<file path="config.mk">
export PLATFORM = sky130hd
export DESIGN_NAME = serial_tx_bitmon
export DESIGN_NICKNAME = d
export VERILOG_FILES = /design/src/rtl/serial_tx_bitmon_pkg.sv /design/src/rtl/stb_rx_sync.sv /design/src/rtl/stb_frame_tx.sv /design/src/rtl/stb_bit_mon.sv /design/src/rtl/serial_tx_bitmon.sv
export SDC_FILE = /design/constraint.sdc
export NUM_CORES = 1
export LEC_CHECK = 0
export BUFFER_PORTS_ARGS = -buffer_cell sky130_fd_sc_hd__buf_4
export CAP_MARGIN = 10
export CORE_UTILIZATION = 50
export DETAILED_ROUTE_END_ITERATION = 6
export GPL_ROUTABILITY_DRIVEN = 0
export PLACE_DENSITY = 0.84
export SLEW_MARGIN = 10
export SYNTH_ARGS = -nofsm -noshare
export SYNTH_HDL_FRONTEND = slang
export SYNTH_SLANG_ARGS = --single-unit
</file>
<file path="constraint.sdc">
create_clock -name clk -period 5.2 [get_ports clk]
set_input_delay 0.52 -clock clk [delete_from_list [all_inputs] [get_ports clk]]
set_output_delay 0.52 -clock clk [all_outputs]
set_load 0.02 [all_outputs]
</file>
<file path="src/rtl/serial_tx_bitmon_pkg.sv">
package serial_tx_bitmon_pkg;
  typedef enum logic [1:0] {
    CHK_OFF   = 2'b00,
    CHK_EARLY = 2'b01,
    CHK_LATE  = 2'b10,
    CHK_RSVD  = 2'b11
  } chk_mode_e;
endpackage

</file>
<file path="src/rtl/stb_rx_sync.sv">
module stb_rx_sync #(
  parameter int STAGES = 2
) (
  input  logic clk,
  input  logic rst_n,
  input  logic d_in,
  output logic q_out
);
  logic [STAGES-1:0] pipe_q;
  logic [STAGES-1:0] pipe_n;

  generate
    if (STAGES == 1) begin : g_one
      always_comb pipe_n = d_in;
    end else begin : g_many
      always_comb pipe_n = {pipe_q[STAGES-2:0], d_in};
    end
  endgenerate

  always_ff @(posedge clk or negedge rst_n) begin
    if (!rst_n) pipe_q <= '1;
    else        pipe_q <= pipe_n;
  end

  assign q_out = pipe_q[STAGES-1];
endmodule

</file>
<file path="src/rtl/stb_frame_tx.sv">
module stb_frame_tx #(
  parameter int DATA_W = 8,
  parameter int OSR    = 16,
  parameter int CNT_W  = $clog2(OSR)
) (
  input  logic              clk,
  input  logic              rst_n,
  input  logic              os_tick,
  input  logic              wr_en,
  input  logic [DATA_W-1:0] wr_data,
  input  logic              hold,
  input  logic              abort,
  output logic              line_bit,
  output logic              active,
  output logic [CNT_W-1:0]  tick_pos,
  output logic              buf_empty
);
  localparam int NB    = DATA_W + 2;
  localparam int IDX_W = $clog2(NB);

  logic [DATA_W-1:0] buf_q, buf_n;
  logic              full_q, full_n;
  logic [NB-1:0]     sh_q, sh_n;
  logic [IDX_W-1:0]  idx_q, idx_n;
  logic [CNT_W-1:0]  tick_q, tick_n;
  logic              act_q, act_n;
  logic              start;

  assign start = !act_q && full_q && !hold;

  always_comb begin
    buf_n  = buf_q;
    full_n = full_q;
    sh_n   = sh_q;
    idx_n  = idx_q;
    tick_n = tick_q;
    act_n  = act_q;
    if (abort) begin
      act_n  = 1'b0;
      full_n = 1'b0;
    end else begin
      if (start) begin
        sh_n   = {1'b1, buf_q, 1'b0};
        act_n  = 1'b1;
        idx_n  = '0;
        tick_n = '0;
        full_n = 1'b0;
      end else if (act_q && os_tick) begin
        if (tick_q == CNT_W'(OSR - 1)) begin
          tick_n = '0;
          sh_n   = {1'b1, sh_q[NB-1:1]};
          if (idx_q == IDX_W'(NB - 1)) act_n = 1'b0;
          else                         idx_n = idx_q + 1'b1;
        end else begin
          tick_n = tick_q + 1'b1;
        end
      end
      if (wr_en && !full_q) begin
        buf_n  = wr_data;
        full_n = 1'b1;
      end
    end
  end

  always_ff @(posedge clk or negedge rst_n) begin
    if (!rst_n) begin
      buf_q  <= '0;
      full_q <= 1'b0;
      sh_q   <= '1;
      idx_q  <= '0;
      tick_q <= '0;
      act_q  <= 1'b0;
    end else begin
      buf_q  <= buf_n;
      full_q <= full_n;
      sh_q   <= sh_n;
      idx_q  <= idx_n;
      tick_q <= tick_n;
      act_q  <= act_n;
    end
  end

  assign line_bit  = act_q ? sh_q[0] : 1'b1;
  assign active    = act_q;
  assign tick_pos  = tick_q;
  assign buf_empty = !full_q;

  // a raised error flag keeps an idle transmitter idle
  a_r9_lockout: assert property (@(posedge clk) disable iff (!rst_n)
    (hold && !act_q) |=> !act_q);
  // an abort from the monitor drops both the frame and the buffer
  a_r7_abort_drops: assert property (@(posedge clk) disable iff (!rst_n)
    abort |=> (!act_q && !full_q));
endmodule

</file>
<file path="src/rtl/stb_bit_mon.sv">
module stb_bit_mon
  import serial_tx_bitmon_pkg::*;
#(
  parameter int OSR        = 16,
  parameter int SAMP_EARLY = 9,
  parameter int SAMP_LATE  = 13,
  parameter int CNT_W      = $clog2(OSR)
) (
  input  logic             clk,
  input  logic             rst_n,
  input  logic             os_tick,
  input  logic [1:0]       mode,
  input  logic             active,
  input  logic [CNT_W-1:0] tick_pos,
  input  logic             tx_bit,
  input  logic             rx_bit,
  input  logic             clr,
  output logic             abort,
  output logic             flag
);
  logic             check_en;
  logic [CNT_W-1:0] samp_pos;
  logic             flag_q, flag_n;

  assign check_en = (mode == CHK_EARLY) || (mode == CHK_LATE);
  assign samp_pos = (mode == CHK_LATE) ? CNT_W'(SAMP_LATE - 1) : CNT_W'(SAMP_EARLY - 1);
  assign abort    = check_en && active && os_tick && (tick_pos == samp_pos) && (tx_bit != rx_bit);

  always_comb begin
    flag_n = flag_q;
    if (!check_en)  flag_n = 1'b0;
    else if (abort) flag_n = 1'b1;
    else if (clr)   flag_n = 1'b0;
  end

  always_ff @(posedge clk or negedge rst_n) begin
    if (!rst_n) flag_q <= 1'b0;
    else        flag_q <= flag_n;
  end

  assign flag = flag_q;

  // with compares off the flag is low one cycle later
  a_r10_off_clears: assert property (@(posedge clk) disable iff (!rst_n)
    !check_en |=> !flag_q);
  // an idle transmitter never raises the flag
  a_r4_idle_quiet: assert property (@(posedge clk) disable iff (!rst_n)
    !active |=> !$rose(flag_q));
endmodule

</file>
<file path="src/rtl/serial_tx_bitmon.sv">
module serial_tx_bitmon
  import serial_tx_bitmon_pkg::*;
#(
  parameter int DATA_W      = 8,
  parameter int OSR         = 16,
  parameter int SAMP_EARLY  = 9,
  parameter int SAMP_LATE   = 13,
  parameter int SYNC_STAGES = 2
) (
  input  logic              clk,
  input  logic              rst_n,
  input  logic              os_tick,
  input  logic              wr_en,
  input  logic [DATA_W-1:0] wr_data,
  output logic              tdre,
  output logic              tc,
  input  logic [1:0]        chk_mode,
  input  logic              tx_inv,
  input  logic              rx_inv,
  output logic              txd,
  input  logic              rxd,
  input  logic              berr_clr,
  input  logic              berr_ie,
  output logic              berr,
  output logic              irq
);
  localparam int CNT_W = $clog2(OSR);

  logic             rx_s, line_bit, active, buf_empty, abort, flag;
  logic [CNT_W-1:0] tick_pos;

  stb_rx_sync #(.STAGES(SYNC_STAGES)) u_sync (
    .clk(clk), .rst_n(rst_n), .d_in(rxd), .q_out(rx_s)
  );

  stb_frame_tx #(.DATA_W(DATA_W), .OSR(OSR), .CNT_W(CNT_W)) u_frame (
    .clk(clk), .rst_n(rst_n), .os_tick(os_tick), .wr_en(wr_en), .wr_data(wr_data),
    .hold(flag), .abort(abort), .line_bit(line_bit), .active(active),
    .tick_pos(tick_pos), .buf_empty(buf_empty)
  );

  stb_bit_mon #(.OSR(OSR), .SAMP_EARLY(SAMP_EARLY), .SAMP_LATE(SAMP_LATE), .CNT_W(CNT_W)) u_mon (
    .clk(clk), .rst_n(rst_n), .os_tick(os_tick), .mode(chk_mode), .active(active),
    .tick_pos(tick_pos), .tx_bit(line_bit), .rx_bit(rx_s ^ rx_inv), .clr(berr_clr),
    .abort(abort), .flag(flag)
  );

  assign txd  = line_bit ^ tx_inv;
  assign tdre = buf_empty;
  assign tc   = buf_empty && !active;
  assign berr = flag;
  assign irq  = flag && berr_ie;

  // pin shows the idle level once the error flag rises
  a_r6_idle_after_abort: assert property (@(posedge clk) disable iff (!rst_n)
    $rose(flag) |-> (txd == !tx_inv));
  // both empty indications are up when the error flag rises
  a_r7_flags_on_abort: assert property (@(posedge clk) disable iff (!rst_n)
    $rose(flag) |-> (tdre && tc));
endmodule

</file>
After elaboration in Yosys (flattened, before gate mapping)

Cells that the tools add are included.

Latch bits: 0
ROM bits: 0
Input bits: 19
RAM bits: 0
Memories kept: 0
Register bits: 31

Multipliers: 0
Muxes and demuxes: 23
Equality and inequality tests: 8
Reduce and logical (&&, ||, !) cells: 25
Bitwise logic cells: 3
$add $sub $neg: 2
Shift-type cells: 0
Divide/modulo/power cells: 0
Magnitude comparators: 0

Operators by type and width:

| kind                                          | number |
|---|---|
| 2-to-1 mux 10 bit                             | 3 |
| 2-to-1 mux 4 bit                              | 7 |
| 2-to-1 mux 1 bit                              | 12 |
| nonzero test 3 bit                            | 4 |
| logical AND 1 bit                             | 10 |
| adder 4 x 1 -> 4 bit, second input constant   | 2 |
| == test 4 bit, second input constant          | 2 |
| AND reduction 3 bit                           | 2 |
| == test 4 bit                                 | 1 |
| AND reduction 2 bit                           | 2 |
| AND reduction 4 bit                           | 1 |
| nonzero test 2 bit                            | 2 |
| zero test 1 bit                               | 3 |
| 2-to-1 mux 3 bit                              | 1 |
| != test 3 bit, second input constant          | 1 |
| == test 2 x 1 -> 1 bit, second input constant | 1 |
| == test 2 bit, second input constant          | 1 |
| != test 2 x 1 -> 1 bit, second input constant | 1 |
| XOR 1 bit                                     | 2 |
| logical OR 1 bit                              | 1 |
| != test 1 bit                                 | 1 |
| NOT 1 bit                                     | 1 |

Logic depth before layout (Yosys ltp)

Gate-level depths: netlist of the first run.

Word-level depth: 8
Mapped depth: 8
Mapped depth without buffers: 6

Cells and area by module

A second synthesis of the first run with hierarchy kept.

Cell total of the unflattened synthesis: 130
Area total of the unflattened synthesis: 1470.2 µm²

Modules (own cells, without submodules):

| module           | area an instance (µm²) | instances | cells an instance |
|---|---|---|---|
| stb_frame_tx     | 1280.0                 | 1         | 114 |
| stb_bit_mon      | 107.6                  | 1         | 10 |
| stb_rx_sync      | 52.6                   | 1         | 2 |
| serial_tx_bitmon | 30.0                   | 1         | 4 |

Worst setup path before layout of the first run

No wires, ideal clock.

Path kind: in2reg
Start: in chk_mode[0]
End: reg u_frame.tick_q[2], in the netlist u_frame.tick_pos[2]
Setup slack: 3.222 ns
Data required time: 5.105 ns
Cell stages on the path: 8
Data arrival time: 1.882 ns
Cell sequence: inv_1 ha_1 nand3b_1 nor4_2 buf_2 buf_4 o21ai_0 o31ai_1

Cells in the longest elaborated chain, start to end: 8
Elaborated cells on any way between the ends: 11

RTL lines:

| item                                                                  | line                   | text |
|---|---|---|
| start: declaration                                                    | serial_tx_bitmon.sv:17 | `input logic [1:0] chk_mode,` |
| parallel branches: the longest is 4 deep, another holds == test 4 bit | --                     |  |
| logical AND 1 bit (*) (2 in a row)                                    | stb_bit_mon.sv:27      | `assign abort = check_en && active && os_tick && (tick_pos == samp_pos) && (tx_bit != rx_bit);` |
| NOT 1 bit (no source line) (*)                                        | --                     |  |
| AND reduction 2 bit (no source line) (*)                              | --                     |  |
| end signal: assignment                                                | stb_frame_tx.sv:78     | `tick_q <= tick_n;` |
| end: declaration                                                      | stb_frame_tx.sv:25     | `logic [CNT_W-1:0] tick_q, tick_n;` |

Every way passes the cells marked *.
A chain may end at the register's enable or synchronous reset.

Worst setup path in the final report of the first run

Start: reg u_frame.sh_q[0]
End: reg u_frame.buf_q[1]

Cells in the longest elaborated chain, start to end: 5

RTL lines:

| item                                 | line               | text |
|---|---|---|
| start: declaration                   | stb_frame_tx.sv:23 | `logic [NB-1:0] sh_q, sh_n;` |
| start signal: assignment             | stb_frame_tx.sv:76 | `sh_q <= sh_n;` |
| 2-to-1 mux 1 bit                     | stb_frame_tx.sv:83 | `assign line_bit = act_q ? sh_q[0] : 1'b1;` |
| != test 1 bit                        | stb_bit_mon.sv:27  |  |
| logical AND 1 bit                    | stb_bit_mon.sv:27  |  |
| NOT 1 bit (no source line)           | --                 |  |
| AND reduction 2 bit (no source line) | --                 |  |
| end signal: assignment               | stb_frame_tx.sv:74 | `buf_q <= buf_n;` |
| end: declaration                     | stb_frame_tx.sv:21 | `logic [DATA_W-1:0] buf_q, buf_n;` |

No other way between the ends.

==> results.txt, run 1 <==
- Clock tree synthesis selected as its root buffer the cell clkbuf_4.
- By count the netlist is led by o21ai_0 (21), dfrtp_1 (19), dfstp_2 (11), mux2_2 (8), mux2i_1 (8).
- The number of different library cells used by synthesis comes to 37.
- The global routing stage identified its most utilized layer as met2.
- Post-cts hold buffer count: 0
* Ratio of total power to cell area: 523.8 mW/mm^2
* Initial antenna violation count: 0
- CTS tree: built
- At the worst endpoint, the arrival time is 2.35 ns.
- In the routed layout, each cell is associated on average with a via count of 5.794.
- Entering global routing, the biggest net connects 31 pins.
- Summing all flip-flop and latch instances after layout gives 764.5 sq um.
- Share of final-layout standard cells stronger than drive strength 1: 0.3497
* Floorplan core area: 0.002829 sq mm
- Once detail routing completed, the nets flagged for antenna violations numbered 0.
- For this run, global-route usage on met2 was measured as 0.3160.
* Io pins: 24
- dfrtp_1 takes more of the synthesized area than any other cell.
- Counting flops and latches in the post-synthesis netlist gives 30.
- Critical path startpoint category: register
- Summing all multi-input logic gate instances after layout gives 689.4 sq um.
- Buffers placed on the I/O ports in this run total 23.
* Num Clock Sinks: 30
- For this run, the number of Yosys warnings is 0.
- Routed vias: 1124
* Pre-Repair DR Iteration Count: 6
- The hold violation count in the final report came to 0.
* Run status: finished, violations left
* Total Neg Setup Slack: 0 ns
* Ant. Diodes: 0
- Worst-case clock buffer depth: 2
* Overall global routing resource usage: 0.1949
* Syn Nets: 162
- After detailed routing, the total wire length is 2.833 mm.
- STA puts the critical path data required time at 5.41 ns.
- Yosys instantiated no cell more often than o21ai_0.
- After clock tree synthesis, the clock-pin slew on the worst setup and hold paths is 0.10 ns.
- Dividing the final minimum period by the clock period gives 0.4105.
- Counting every instance in the synthesized netlist gives 138.
- On the final layout, the worst clock skew is 0.005008 ns.
- Cells after DPL: 186
- At the end of the flow the core is filled with cells to 0.6218.
- For met3 alone, demand over resource in global routing was 0.04308.
- The initial utilization of the core area, before any placement, comes to 0.5374.
* DIE WIDTH: 57.14 um
- The setup path with the least slack is of type reg -> reg.
- Die Span Y: 57.14 um
- Share of flip-flops with an asynchronous set or reset: 1.000
- Remaining routing DRC violations: 2
- Layout net count: 186
- Top Family by Delay on Critical Path: simple AND/OR/NAND/NOR gates
- Total leakage power: 0.7776 nW
* Top cells by area in the synthesized netlist: dfrtp_1 (31%), dfstp_2 (19%), o21ai_0 (6.9%)
* Tightest hold margin: 0.1027 ns
- For this block, the initial DRC count from the detailed router was 46.
- The routed design could run at a clock period as short as 2.135 ns.
- Number of standard-cell rows in the floorplan: 19
- Vias in the first global route: 1102
- WL per Instance: 14.60 um
- Predominant post-synthesis flop cell: dfrtp_1
- At the pin with the least slew margin, the transition time is 1.073 ns.
- Half-perimeter wire length after detailed placement: 2.014 mm
- Largest fanout of any net on the critical path: 22
- Total Die Area: 0.003265 sq mm
- The largest single stage delay on the critical path is 0.55 ns.
- Once the clock tree was built, the resizer swapped 0 gates to a different size.
* H-tree levels: 2
* Peak supply drop: 0.3489 mV
- Timing would allow up to 468.5 MHz.
* Violations in the final reports: DRC
- Cells traversed along the worst timing path: xnor3_1 -> nor4_2 -> buf_4 -> nor3b_2 -> mux2_2
* Number of failing setup endpoints in the final timing report: 0
- Critical path capture point type: register
- Compared with the post-synthesis result, the final layout area differs by 15.72%.
- Number of fillers in the final layout: 249
* Slowest cell on crit path: dfstp_2
- Of the post-synthesis cell area, the dominant cell type holds 0.3128.
- Max cap viols: 0
- For this run, the register share of the synthesized area comes to 0.5029.
- Met1 Resource Use GR: 0.2508
- Clock Latency Late Sink: 0.32 ns
- Global route overflow: 0
* Post-CTS setup repair buffer count: 0
- The mapped netlist covers 0.001520 sq mm.
- Critical path buffer and inverter count: 1
* CTS Buf Count: 5
- Final instance count without filler cells: 194
* Slew Limit Headroom: 0.2813
- Post-synth EDFFs: 0
- The number of max-slew violations in the final report was 0.
* Post-Synthesis Mean Instance Area: 11.02 sq um
* Worst min-delay path class: in -> async
- First-pass GRT wire length: 4.871 mm
- RSZ-0062 raised after global routing: no
## final cells by class
cell class                      instances  area share
Sequential cell                        30      0.4346
Multi-Input combinational cell         95      0.3919
Timing Repair Buffer                   24      0.1024
Clock buffer                            6     0.02916
Tap cell                               31     0.02205
Inverter                                6     0.01280
Clock inverter                          2    0.007112
## worst paths after layout
check                                   end  slack, ns  depth (start not counted)             start
setup reg to reg           u_frame.buf_q[1]       3.07                          5   u_frame.sh_q[0]
setup / recovery           u_frame.buf_q[1]       3.07                          5   u_frame.sh_q[0]
max in group asynchronous   u_frame.sh_q[6]       4.79                          1             rst_n
hold / removal             u_frame.buf_q[0]       0.10                          1             rst_n
min in group clk           u_sync.pipe_q[0]       0.30                          1               rxd
hold reg to reg            u_sync.pipe_q[1]       0.36                          0  u_sync.pipe_q[0]
## logic make-up after synthesis
| group | after synthesis | share of synthesized area |
|---|---|---|
| AOI/OAI and AO/OA | 37 | 0.1399 |
| xor gates and xnor gates | 3 | 0.02634 |
| adders and majority gates | 5 | 0.04115 |
| buffers and inverters | 13 | 0.04691 |
| DFF | 30 | 0.5029 |
| muxes | 16 | 0.1119 |
| and+or+nand+nor | 34 | 0.1309 |
## state kept, by name, indices dropped and copies added (netlist names)
name	count
u_frame.buf_q	8
u_frame.tick_pos	4
u_frame.active	1
u_frame.idx_q	4
u_mon.flag	1
u_frame.full_q	1
u_frame.sh_q	9
u_sync.pipe_q	2
## power breakdown
group          internal [mW]  switching [mW]
Combinational          0.171           0.178
Clock                 0.0649          0.0819
Sequential             0.351          0.0745
## stage by stage
stage                     setup slack, ns  area (sq um)  total power [mW]
after floorplan                     3.222          1520            0.6848
after global placement              2.927          1695            0.7510
after detailed placement            2.802          1695            0.7775
after CTS                           3.032          1759            0.9255
after global routing                2.894          1759            0.9895
final                               3.065          1759            0.9214
## metal layers
metal / vias to the layer above / routed length [um]
met5: - / 0
met4: 0 / 8
met3: 2 / 118
met2: 29 / 1417
met1: 552 / 1288
li1: 541 / -
## cell usage in the layout (no fill, tap or decap), types with 2 or more instances in the layout
cell type / n
buf_4: 24
o21ai_0: 21
dfrtp_1: 19
dfstp_2: 11
mux2i_1: 8
mux2_2: 8
nor2_1: 7
nand2_1: 7
inv_1: 6
ha_1: 5
clkbuf_4: 5
nand3_1: 4
a21oi_1: 4
o31ai_1: 4
and2_1: 3
o21ai_1: 3
nand3b_1: 2
nor3b_2: 2
a31oi_1: 2
No activity file was read; power rests on OpenSTA's default activity.
==> run 2: changes to the inputs <==
==> constraint.sdc (replaced) <==
create_clock -name clk -period 2 [get_ports clk]
set_input_delay 0.2 -clock clk [delete_from_list [all_inputs] [get_ports clk]]
set_output_delay 0.2 -clock clk [all_outputs]
set_load 0.02 [all_outputs]
==> results.txt, run 2 (same netlist as run 1, synthesis figures left out) <==
- The largest registers in the layout are u_frame.sh_q: 9 flops, u_frame.buf_q: 8 flops.
* WL per Instance: 16.26 um (+11%)
- The transition time of the tightest slew-check pin was 0.4444 ns (-0.6289 ns).
* Slowest cell on crit path: dfstp_2
* Worst hold path stage count: 2
- The worst IR drop on VDD is 0.7033 mV (+100%).
- Initial antenna violation count: 0 (unchanged)
* Buffer type at the clock tree root: clkbuf_4
- The ratio of total power to cell area is 1338 mW/mm^2 (+160%).
* Worst-case clock buffer depth: 2 (unchanged)
- The headroom to the max-slew limit is 0.7034 (+0.4221).
- The setup TNS after final layout was 0 ns (unchanged).
- The critical path's largest stage delay was 0.54 ns (about the same).
- Among cell families on the critical path, the largest total delay comes from flip-flops.
- Worst Path Arrival: 2.23 ns (-0.12 ns)
- The final critical delay including setup and external delays was 1.996 ns (-0.1388 ns).
* Layout net count: 196 (+5.4%)
* First-pass GRT wire length: 5.402 mm (+11%)
* Highest clock frequency the design can meet: 501.1 MHz (+7.0%)
- The number of buffers added on ports is 23 (unchanged).
- Number of fillers in the final layout: 218 (-12%)
- The iteration-0 DRC count of the detailed router came to 59 (+28%).
- The total of max-cap violations came to 0 (unchanged).
- H-tree levels: 2 (unchanged)
* Register with the highest flop count: u_frame.sh_q
- Pins over their slew limit: 0 (unchanged)
- WP data required: 2.24 ns (-3.17 ns)
* Largest fanout of any net on the critical path: 6 (-73%)
- Flip-flop count of the largest register after layout: 9 (unchanged)
- Vias in the first global route: 1266 (+15%)
- Number of standard-cell rows in the floorplan: 19 (unchanged)
- Cells traversed along the worst timing path: xnor3_1 -> nor4_4 -> buf_6 -> clkbuf_2 -> o21ai_0 -> o211ai_1
- Ratio of final minimum period to clock period: 0.9979 (+0.5874)
- The buffering stage count on the worst path with inverters included is 2 (+1).
- Remaining routing DRC violations: 2 (unchanged)
* CTS Buf Count: 5 (unchanged)
- Setup repair after global routing could not meet its margin everywhere.
* Overall global routing resource usage: 0.2209 (+0.02599)
- The detailed-routing iteration count for the pre-antenna-repair pass came to 6 (unchanged).
- The diode insertion count for antenna repair came to 0 (unchanged).
- End of the worst hold path: u_frame.buf_q[5]
* Clock Latency Late Sink: 0.33 ns (about the same)
* Die Span Y: 57.14 um (unchanged)
- Share of final-layout standard cells stronger than drive strength 1: 0.3699 (+0.02025)
* Critical path startpoint category: register
- In this run the most critical hold path is launched from wr_data[5].
- Tightest hold margin: 0.1059 ns (+0.003131 ns)
- The count of cells along the worst register-to-register path was 6 (+1).
- DIE WIDTH: 57.14 um (unchanged)
- The total of endpoints with negative setup slack in the final report was 0 (unchanged).
- Routed Wire Length: 3.318 mm (+17%)
- Compared with the post-synthesis result, the final layout area differs by 21.81%.
- The total via count in the routed design is 1221 (+8.6%).
* CTS tree: built
- The setup path with the least slack is of type reg -> reg.
- Num Clock Sinks: 30 (unchanged)
- RR Startpoint: u_sync.pipe_q[1]
* Critical path capture point type: register
* Floorplan core area: 0.002829 sq mm (unchanged)
* Commonest non-fill, non-tap cell in the layout: buf_4
* Global route overflow: 0 (unchanged)
- Total Die Area: 0.003265 sq mm (unchanged)
* Most frequent cells in the layout: buf_4 (30), o21ai_0 (21), dfrtp_1 (19)
* Remaining antenna violation count: 0 (unchanged)
- The vias per cell is 5.985 (+3.3%).
- The flow ran to the end, but the final reports show violations.
- Setup skew after layout: 0.01317 ns (+0.008161 ns)
- Total leakage power: 0.8301 nW (+6.7%)
- Critical register-to-register path endpoint: u_frame.idx_q[3]
- The maximum number of pins on one net before global-route repair was 31 (unchanged).
- The number of primary I/O pins was 24 (unchanged).
- Initial cell density of the core: 0.5374 (unchanged)
- The register-to-register setup slack is 0.004 ns (-3.06 ns).
* Final Hold Fails: 0 (unchanged)
- Clock-pin slew of the registers on the worst-case setup and hold paths: 0.09 ns (about the same)
- The total half-perimeter wirelength after legalization and detailed placement was 2.307 mm (+15%).
- Worst min-delay path class: in -> reg
- The worst slack after detailed placement is -0.02517 ns (-2.827 ns).
- Violations in the final reports: DRC
- The final critical-path setup slack came to 0.004242 ns (-3.061 ns).
run 2: cell count changes in the layout (fill, tap and decap cells not counted), sizes merged:
| cell | change |
|---|---|
| buf | +7 |
| clkbuf | +2 |
| clkinvlp | -1 |
| dlygate4sd3 | +2 |
run 2: layout make-up:
class	count	area (sq um)	area share
sequential	30	764.5	0.4128
tap	31	38.79	0.02095
clock buffer	7	55.05	0.02973
multi-input combinational	95	704.4	0.3804
inverter	6	22.52	0.01216
timing repair buffer	34	261.5	0.1412
clock inverter	1	5.005	0.002703
run 2: repair_timing:
item	CTS	global route
setup buffers	0	3
setup endpoints to repair	6	17
hold buffers	2	0
gates resized for setup	1	2
hold endpoints to repair	20	0
pin swaps	0	2
run 2: power breakdown:
part / switching [mW] / internal [mW]
clock network: 0.208 / 0.170
registers: 0.199 / 0.914
logic: 0.515 / 0.472
total: 0.922 / 1.56
run 2: worst max-delay path by stage:
stage / to / cells after the start / from
after global routing: u_frame.idx_q[3] / 5 / u_sync.pipe_q[1]
final: u_frame.idx_q[3] / 6 / u_sync.pipe_q[1]
after detailed placement: u_frame.idx_q[3] / 5 / u_frame.sh_q[0]
after global placement: u_frame.idx_q[3] / 5 / u_frame.sh_q[0]
after floorplan: u_frame.tick_pos[2] / 6 / u_frame.sh_q[0]
after CTS: u_frame.buf_q[3] / 4 / u_frame.sh_q[0]
run 2: metrics by stage:
| stage | area [sq um] | std cells | utilization | power, mW |
|---|---|---|---|---|
| detailed placement | 1733 | 191 | 0.6126 | 2.076 |
| floorplan | 1520 | 138 | - | 1.780 |
| CTS | 1822 | 201 | 0.6440 | 2.474 |
| global placement | 1733 | 191 | 0.6126 | 1.990 |
| global route | 1852 | 204 | 0.6546 | 2.641 |
| finish | 1852 | 204 | 0.6546 | 2.478 |
run 2: layer usage:
layer  global-route usage  routed length [um]  share of wire
met5                    0                   0              0
met1               0.2606                1311           0.40
met3              0.04308                 178          0.054
met2               0.3899                1758           0.53
met4               0.1010                  71          0.021
==> run 3: changes to the inputs <==
--- a/config.mk
+++ b/config.mk
@@ -7,10 +7,11 @@
 export LEC_CHECK = 0
 export BUFFER_PORTS_ARGS = -buffer_cell sky130_fd_sc_hd__buf_4
 export CAP_MARGIN = 10
-export CORE_UTILIZATION = 50
+export CORE_UTILIZATION = 38
+export CTS_BUF_LIST = sky130_fd_sc_hd__clkbuf_8
 export DETAILED_ROUTE_END_ITERATION = 6
 export GPL_ROUTABILITY_DRIVEN = 0
-export PLACE_DENSITY = 0.84
+export PLACE_DENSITY = 0.69
 export SLEW_MARGIN = 10
 export SYNTH_ARGS = -nofsm -noshare
 export SYNTH_HDL_FRONTEND = slang
==> results.txt, run 3 (same netlist as run 1, synthesis figures left out) <==
- DIE WIDTH: 65.25 um (+14%)
- In this run the most critical hold path is launched from rxd.
- Worst-case clock buffer depth: 2 (unchanged)
- Post-synthesis to final-layout area growth: 27.41%
- Critical register-to-register path endpoint: u_frame.idx_q[1]
- Highest clock frequency the design can meet: 512.2 MHz (+2.2%)
- Flip-flop count of the largest register after layout: 9 (unchanged)
- The required time at the endpoint of the critical path was 2.20 ns (-0.04 ns).
- Critical path capture point type: register
- The via count of the first global-routing pass is 1272 (+0.47%).
- The final critical delay including setup and external delays came to 1.952 ns (-0.04328 ns).
* Worst min-delay path class: in -> reg
* Buffer type at the clock tree root: clkbuf_8
* Total Die Area: 0.004258 sq mm (+30%)
* Ratio of final minimum period to clock period: 0.9762 (-0.02164)
- The worst IR drop on VDD was 0.6826 mV (-2.9%).
- The clock sink count was 30 (unchanged).
- Largest incremental delay on the critical path: 0.56 ns (+0.02 ns)
- First-pass GRT wire length: 5.692 mm (+5.4%)
* Ratio of total power to cell area: 1470 mW/mm^2 (+9.8%)
- Io pins: 24 (unchanged)
- The total via count in the routed design was 1160 (-5.0%).
- Worst hold path stage count: 1 (-1)
- The share of post-route cells with drive strength above 1 is 0.3743 (+0.004327).
* Run status: completed
- Total Neg Setup Slack: 0 ns (unchanged)
- The worst register-to-register path begins at u_sync.pipe_q[1].
* Critical path startpoint category: register
- Most frequent cells in the layout: buf_4 (31), o21ai_0 (21), dfrtp_1 (19)
- The number of max-slew violations in the final report came to 0 (unchanged).
* Half-perimeter wire length after detailed placement: 2.415 mm (+4.7%)
* Final Hold Fails: 0 (unchanged)
- The detailed-route DRC error count came to 0 (-2).
- The register-to-register setup slack came to 0.05 ns (+0.04 ns).
- End of the worst hold path: u_sync.pipe_q[0]
* Slew at the pin closest to its max-slew limit: 0.4556 ns (+0.01119 ns)
* Biggest regs: u_frame.sh_q: 9 flops, u_frame.buf_q: 8 flops
- The initial standard-cell utilization of the core is 0.4061 (-0.1313).
* Average via count per standard cell: 5.297 (-12%)
* Number of violations reported at the end of detailed-routing iteration 0: 49 (-17%)
- The storage element area is 764.5 sq um (unchanged).
* Total leakage power: 0.8557 nW (+3.1%)
- Top Family by Delay on Critical Path: simple AND/OR/NAND/NOR gates
- The routed wire length is 3.257 mm (-1.8%).
- Number of cells traversed by the worst register-to-register path: 6 (unchanged)
- H-tree levels: 2 (unchanged)
- Multi-input logic area: 704.4 sq um (unchanged)
- Slowest cell on crit path: or4_4
- The worst setup path is of the reg -> reg kind.
- Register with the highest flop count: u_frame.sh_q
* Critical path buffer and inverter count: 2 (unchanged)
- Setup skew after layout: 0.004968 ns (-0.008201 ns)
- WL per Instance: 14.87 um (-8.6%)
- The number of antenna violations at the first check in global routing is 0 (unchanged).
- Traced cell by cell, the critical path runs through xnor3_1 -> nor4_4 -> buf_4 -> buf_4 -> or4_4 -> o21ai_1.
* Clock Latency Late Sink: 0.28 ns (-0.05 ns)
* Largest net degree at the start of global routing: 31 (unchanged)
- The clock slew at the register clock pins of the worst setup and hold paths is 0.06 ns (-0.03 ns).
* Number of standard-cell rows in the floorplan: 22 (+3)
- Most used cell along the critical path: buf_4
* Number of fillers in the final layout: 357 (+64%)
- The overall fraction of global-route tracks in use was 0.1800 (-0.04089).
- Max cap viols: 0 (unchanged)
- The area of the placeable core was 0.003744 sq mm (+32%).
- Setup repair after global routing could not meet its margin everywhere.
- The largest driver fanout on the critical path is 13 (+7).
- The detailed-routing iteration count for the pre-antenna-repair pass came to 4 (-2).
- The post-route core utilization came to 0.5174 (-0.1372).
- CTS tree: built
- The diode insertion count for antenna repair came to 0 (unchanged).
- Layout net count: 194 (-1.0%)
- The headroom to the max-slew limit came to 0.6960 (-0.007466).
* Commonest non-fill, non-tap cell in the layout: buf_4
- The critical path data arrival time came to 2.16 ns (-0.07 ns).
* Die Span Y: 65.25 um (+14%)
* Global route overflow: 0 (unchanged)
- The total of endpoints with negative setup slack in the final report is 0 (unchanged).
- CTS Buf Count: 5 (unchanged)
* IO buf count: 23 (unchanged)
- The number of routed nets with antenna violations came to 0 (unchanged).
## run 3: what timing repair did
action                     4_1_cts  5_1_grt
setup endpoints to repair        8        7
resized for setup                2        0
pin swaps                        0        2
hold endpoints to repair        19        0
buffers inserted                 0        1
hold buffers                     1        0
## run 3: power breakdown
part	leakage (nW)	total, mW	switching, mW	internal, mW
Clock	0.0714	0.760	0.229	0.531
Sequential	0.337	1.10	0.180	0.916
Combinational	0.447	0.990	0.515	0.475
Total	0.856	2.85	0.925	1.92
## run 3: metal layers
layer	vias to the layer above	routed length, um	track usage	part of all wire
li1	548	-	-	-
met1	581	1400	0.2018	0.43
met2	27	1695	0.3196	0.52
met3	4	135	0.06424	0.041
met4	0	25	0.04891	0.0077
met5	-	0	0	0
## run 3: layout make-up
type,count,area share
clock buffer,6,0.04264
clock inverter,2,0.03101
inverter,6,0.01163
multi-input combinational,95,0.3637
sequential,30,0.3947
tap,48,0.03101
timing repair buffer,32,0.1253
## run 3: how the worst max path moves through the flow
stage,end,slack [ns],startpoint,cells past startpoint
after floorplan,u_frame.tick_pos[2],0.15,u_frame.sh_q[0],6
after global placement,u_frame.buf_q[6],0.12,u_frame.sh_q[0],4
after detailed placement,u_frame.buf_q[2],-0.02,u_frame.sh_q[0],4
after CTS,u_frame.idx_q[1],0.04,u_frame.sh_q[0],5
after global routing,u_frame.idx_q[1],-0.006,u_sync.pipe_q[1],6
final,u_frame.idx_q[1],0.05,u_sync.pipe_q[1],6
## run 3: worst register-to-register path, delay by kind of cell, from the launching register on
kind | cells | cell delay [ns]
AND/OR/NAND/NOR | 2 | 0.62
flip-flops | 1 | 0.52
buffers and inverters | 2 | 0.34
XOR/XNOR | 1 | 0.26
AO/OA/AOI/OAI | 1 | 0.15
## run 3: metrics by stage
stage	setup slack, ns	instances	power, mW	hold WS, ns	instance area, sq um
after global placement	0.1203	209	2.011	0.1442	1762
after global routing	-0.006466	219	3.039	0.01134	1937
after detailed placement	-0.01727	209	2.087	0.1462	1762
after CTS	0.04217	218	2.880	0.02139	1929
final	0.04752	219	2.846	0.02641	1937
after floorplan	0.1483	138	1.780	-0.09559	1520
